## src/rtl/fpesc_pkg.sv

```systemverilog
package fpesc_pkg;

    // Prefix and opcode byte values recognised by the scanner
    localparam logic [7:0] PFX_ADDR  = 8'h67;
    localparam logic [7:0] PFX_OPND  = 8'h66;
    localparam logic [7:0] PFX_ES    = 8'h26;
    localparam logic [7:0] PFX_CS    = 8'h2E;
    localparam logic [7:0] PFX_SS    = 8'h36;
    localparam logic [7:0] PFX_DS    = 8'h3E;
    localparam logic [7:0] PFX_FS    = 8'h64;
    localparam logic [7:0] PFX_GS    = 8'h65;
    localparam logic [7:0] PFX_REPE  = 8'hF3;
    localparam logic [7:0] PFX_REPNE = 8'hF2;
    localparam logic [7:0] OP_WAIT   = 8'h9B;
    localparam logic [4:0] ESC_TOP   = 5'b11011;

    typedef enum logic [2:0] {
        SEG_NONE = 3'd0,
        SEG_ES   = 3'd1,
        SEG_CS   = 3'd2,
        SEG_SS   = 3'd3,
        SEG_DS   = 3'd4,
        SEG_FS   = 3'd5,
        SEG_GS   = 3'd6
    } seg_e;

    typedef enum logic [2:0] {
        K_ADDR,
        K_OPND,
        K_SEG,
        K_SKIP,
        K_WAIT,
        K_ESC,
        K_BAD
    } kind_e;

endpackage

```

## src/rtl/fpesc_byte_class.sv

```systemverilog
module fpesc_byte_class
    import fpesc_pkg::*;
(
    input  logic [7:0] byte_in,
    output kind_e      kind,
    output seg_e       seg
);

    always_comb begin
        kind = K_BAD;
        seg  = SEG_NONE;
        if (byte_in[7:3] == ESC_TOP) begin
            kind = K_ESC;
        end else begin
            case (byte_in)
                PFX_ADDR:             kind = K_ADDR;
                PFX_OPND:             kind = K_OPND;
                PFX_ES:    begin kind = K_SEG; seg = SEG_ES; end
                PFX_CS:    begin kind = K_SEG; seg = SEG_CS; end
                PFX_SS:    begin kind = K_SEG; seg = SEG_SS; end
                PFX_DS:    begin kind = K_SEG; seg = SEG_DS; end
                PFX_FS:    begin kind = K_SEG; seg = SEG_FS; end
                PFX_GS:    begin kind = K_SEG; seg = SEG_GS; end
                PFX_REPE,
                PFX_REPNE:            kind = K_SKIP;
                OP_WAIT:              kind = K_WAIT;
                default:              kind = K_BAD;
            endcase
        end
    end

endmodule

```

## src/rtl/fpesc_len_ctr.sv

```systemverilog
module fpesc_len_ctr #(
    parameter int MAX_LEN = 15,
    parameter int CNT_W   = $clog2(MAX_LEN + 1)
) (
    input  logic [CNT_W-1:0] cnt_q,
    output logic [CNT_W-1:0] cnt_next,
    output logic             at_limit
);

    localparam logic [CNT_W-1:0] LIMIT = CNT_W'(MAX_LEN);

    always_comb begin
        cnt_next = (cnt_q == LIMIT) ? cnt_q : cnt_q + 1'b1;
        at_limit = (cnt_next == LIMIT);
    end

endmodule

```

## src/rtl/fpesc_prefix_scan.sv

```systemverilog
module fpesc_prefix_scan
    import fpesc_pkg::*;
#(
    parameter int MAX_LEN = 15,
    localparam int CNT_W  = $clog2(MAX_LEN + 1)
) (
    input  logic             clk,
    input  logic             rst_n,
    input  logic             start_i,
    input  logic             byte_valid_i,
    input  logic [7:0]       byte_i,
    output logic             done_o,
    output logic             err_o,
    output logic [7:0]       term_byte_o,
    output logic             addr_ovr_o,
    output logic             opnd_ovr_o,
    output logic [2:0]       seg_o,
    output logic [CNT_W-1:0] count_o
);

    typedef struct packed {
        logic             scan;
        logic             done;
        logic             err;
        logic [7:0]       term;
        logic             addr;
        logic             opnd;
        seg_e             seg;
        logic [CNT_W-1:0] cnt;
    } state_t;

    state_t d, q;

    kind_e            kind;
    seg_e             seg_code;
    logic [CNT_W-1:0] cnt_next;
    logic             at_limit;
    logic             scanning;

    fpesc_byte_class u_class (
        .byte_in (byte_i),
        .kind    (kind),
        .seg     (seg_code)
    );

    fpesc_len_ctr #(
        .MAX_LEN (MAX_LEN),
        .CNT_W   (CNT_W)
    ) u_len (
        .cnt_q    (q.cnt),
        .cnt_next (cnt_next),
        .at_limit (at_limit)
    );

    always_comb begin
        d      = q;
        d.done = 1'b0;
        if (start_i) begin
            d.scan = 1'b1;
            d.err  = 1'b0;
            d.term = '0;
            d.addr = 1'b0;
            d.opnd = 1'b0;
            d.seg  = SEG_NONE;
            d.cnt  = '0;
        end else if (q.scan && byte_valid_i) begin
            d.cnt = cnt_next;
            case (kind)
                K_ADDR: d.addr = 1'b1;
                K_OPND: d.opnd = 1'b1;
                K_SEG:  d.seg  = seg_code;
                default: ;
            endcase
            if (kind == K_WAIT || kind == K_ESC) begin
                d.scan = 1'b0;
                d.done = 1'b1;
                d.term = byte_i;
            end else if (kind == K_BAD || at_limit) begin
                d.scan = 1'b0;
                d.done = 1'b1;
                d.err  = 1'b1;
                d.term = byte_i;
            end
        end
    end

    always_ff @(posedge clk or negedge rst_n) begin
        if (!rst_n) q <= '0;
        else        q <= d;
    end

    assign scanning    = q.scan;
    assign done_o      = q.done;
    assign err_o       = q.err;
    assign term_byte_o = q.term;
    assign addr_ovr_o  = q.addr;
    assign opnd_ovr_o  = q.opnd;
    assign seg_o       = q.seg;
    assign count_o     = q.cnt;

endmodule

```

## config.mk

```make
export PLATFORM = sky130hd
export DESIGN_NAME = fpesc_prefix_scan
export DESIGN_NICKNAME = d
export VERILOG_FILES = /design/src/rtl/fpesc_pkg.sv /design/src/rtl/fpesc_byte_class.sv /design/src/rtl/fpesc_len_ctr.sv /design/src/rtl/fpesc_prefix_scan.sv
export SDC_FILE = /design/constraint.sdc
export NUM_CORES = 1
export LEC_CHECK = 0
export BUFFER_PORTS_ARGS = -buffer_cell sky130_fd_sc_hd__buf_2
export CORE_ASPECT_RATIO = 0.6
export CORE_MARGIN = 3
export CORE_UTILIZATION = 40
export CTS_BUF_LIST = sky130_fd_sc_hd__clkbuf_2 sky130_fd_sc_hd__clkbuf_4 sky130_fd_sc_hd__clkbuf_8
export CTS_CLUSTER_SIZE = 10
export DETAILED_ROUTE_END_ITERATION = 6
export HOLD_SLACK_MARGIN = 0.03
export MAX_ROUTING_LAYER = met4
export SYNTH_ARGS = -nofsm -noshare
export SYNTH_HDL_FRONTEND = slang
export SYNTH_SLANG_ARGS = --single-unit
export TNS_END_PERCENT = 1
```

## constraint.sdc

```tcl
create_clock -name clk -period 2.3 [get_ports clk]
set_input_delay 0.23 -clock clk [delete_from_list [all_inputs] [get_ports clk]]
set_output_delay 0.23 -clock clk [all_outputs]
set_load 0.01 [all_outputs]
```

==> impl_metrics.ini <==
[timing]
postLayoutSetupSlackWorst_ns = 0.439
fmax_ghz = 0.537
finalHoldViolations = 0
worst_pin_slew_ns = 0.457
fin_tns_setup_ns = 0
rsz0062_at_grt = no
skew_ns = 0.00506
hold_ws_ns = 0.277
slew_viol_final = 0
relSlewSlack_pct = 69.5
setup_viol = 0
period_share_pct = 80.9
period_needed_ns = 1.86

[logic_synthesis]
synth-seq-area-share_pct = 43.0
yosys_warnings = 0
netlist_instances = 116
yosys_register_bits = 20
ys_top_cells_by_area = dfrtp_1 43%, nand2b_1 8.1%, mux2i_1 7.7%, nor2_1 2.9%, a21oi_1 2.6%
syn_area_mm2 = 0.00116
synth_ff_type = dfrtp_1
synth_edf_count = 0
synth_cell_type_count = 41
avgSynthCellArea_um2 = 10.0
synth_top_area_share_pct = 43.0
synth_top_area_cell = dfrtp_1
synth.most_common_cell = dfrtp_1
synthArstFlopShare_pct = 100
ys_top_cells_by_count = 20 x dfrtp_1, 15 x nand2b_1, 9 x mux2i_1, 9 x nor2_1
synth_nets = 129

[routing]
ant_nets = 0
routedWlPerCell_um = 14.9
drc = 0
vias_per_cell = 5.52
vias = 982
dr.pass1.iters = 4
first_iter_violations = 79
drt_wl_total_mm = 2.66

[floorplanning]
die_h_um = 47.8
die_w_um = 75.6
start_util_pct = 44.3
num_rows = 14
fp.dieArea_mm2 = 0.00361
core_mm2 = 0.00263
ioPinCount = 31

[grt]
grt_overflow = 0
grt_max_degree = 29
antenna_found_initial = 0
track_usage_pct = 17.1
grt_pass1_vias = 931
grt_first_pass_wirelength_mm = 4.42

[clocking]
clock_path_buffers = 2
clock_sinks = 20
cts_max_level = 1
cts-root-buf = clkbuf_8
ctsResizeCount = 0
numCtsBuffers = 3
cts_tree = done
clk_pin_slew_ns = 0.08
post_cts.repair.setup_buffers = 0
holdBufCountCts = 1
clk_latency_ns = 0.26

[cells_and_area]
fill_cells = 232
nets = 160
num_antenna_cells = 0
drive_gt1_share_pct = 28.1
layoutNonFillerInstCount = 178
area_growth_pct = 19.7
multi_input_area_um2 = 622
fin_util_pct = 53.0
seq_area_um2 = 500

[critical_path]
end_kind = flip-flop
critPathMaxFanout = 8
arrival_ns = 2.04
critPathLaunchType = flip-flop
cp_data_required_time_ns = 2.47
critPathKind = flip-flop to flip-flop

[placement]
dp.cells = 173
gp_congestion = 0.794
hpwlAfterDp_mm = 1.97
port_buffers = 30
place_ws_ns = 0.452

[status]
outcome = completed

[pwr]
p_switching_mw = 0.199
power_frac_comb_pct = 16.4
p_per_area_mw_per_mm2 = 556
ir_drop_mv = 0.326
clkPwrFrac_pct = 34.6
pwr-share-seq_pct = 49.0
leakagePower_nw = 0.694
p_int_mw = 0.574
swShare_pct = 25.8

[flow_run]
maxCapViolCount = 0

[worst_hold_path]
hp-class = input pin to flip-flop
-- cells in the final DEF, fill, tap and decap left out, types with 2 or more instances in the layout --
master,netlist,routed
o21ai_0,6,6
nand4b_1,2,2
nand3_1,2,2
o211ai_1,2,2
nor2_1,9,9
a311oi_1,2,2
inv_1,2,2
and2_1,2,2
buf_2,3,30
nand2b_1,15,15
a21oi_1,6,6
clkbuf_8,0,4
nand2_1,4,4
dfrtp_1,20,20
nor3_1,2,2
mux2i_1,9,9
a22oi_1,2,2
xnor2_1,2,2
or2b_1,2,2
-- cells by family (layout without fill, tap and decap cells) --
kind of cell | after synthesis | count (layout) | share of synthesized area [%]
AOI/OAI and AO/OA | 27 | 27 | 16.2
xor gates and xnor gates | 3 | 3 | 2.26
adders and majority gates | 1 | 1 | 1.08
buffers and inverters | 8 | 38 | 3.55
DFF | 20 | 20 | 43.0
muxes | 9 | 9 | 7.74
and+or+nand+nor | 48 | 48 | 26.1
-- cell type report --
type                    instances  share of cell area [%]
multi-input cells              88                    44.7
inverters                       2                   0.539
repair buffers                 32                    12.0
well taps                      32                    2.88
clock buffers                   4                    3.95
flip-flops and latches         20                    35.9
-- critical path: stages (launching register included) --
cell and delay, ns:
dfrtp_1 0.45, ha_1 0.27, and2_1 0.20, nand3_1 0.11, o211ai_1 0.14, a22oi_2 0.18
buf_4 0.22, mux2i_1 0.21
-- state kept, by name, summed over array words and instances, names as in the netlist --
signal / flops
term_byte_o: 8
count_o: 4
seg_o: 3
addr_ovr_o: 1
done_o: 1
err_o: 1
opnd_ovr_o: 1
scanning: 1
-- metal layers --
metal | global-route usage (%) | share of wire, %
met4 | 3.14 | 0.30
met1 | 24.4 | 52
met2 | 24.5 | 42
met5 | - | 0
met3 | 4.40 | 5.3
-- worst paths after layout --
path / start / endpoint / slack (ns) / depth (start not counted)
worst max-delay path: count_o[0] / term_byte_o[3] / 0.44 / 7
worst min-delay path: byte_i[2] / term_byte_o[2] / 0.28 / 3
worst max register to register: count_o[0] / term_byte_o[3] / 0.44 / 7
worst min register to register: err_o / err_o / 0.51 / 2
max in group asynchronous: rst_n / term_byte_o[1] / 1.54 / 2
min in group asynchronous: rst_n / err_o / 0.45 / 2
-- power by group through the flow --
stage / clock network, mW / logic [mW] / registers, mW
2_1_floorplan: 0 / 0.0688 / 0.393
3_3_place_gp: 0 / 0.125 / 0.385
3_5_place_dp: 0 / 0.127 / 0.386
4_1_cts: 0.275 / 0.129 / 0.379
5_1_grt: 0.289 / 0.143 / 0.381
6_report: 0.268 / 0.127 / 0.379
-- through the flow --
| step | total power [mW] | area, um2 |
|---|---|---|
| floorplan | 0.462 | 1160 |
| global placement | 0.510 | 1330 |
| detailed placement | 0.513 | 1330 |
| CTS | 0.784 | 1390 |
| global route | 0.813 | 1390 |
| finish | 0.774 | 1390 |
Power figures use the tool's default switching activity.
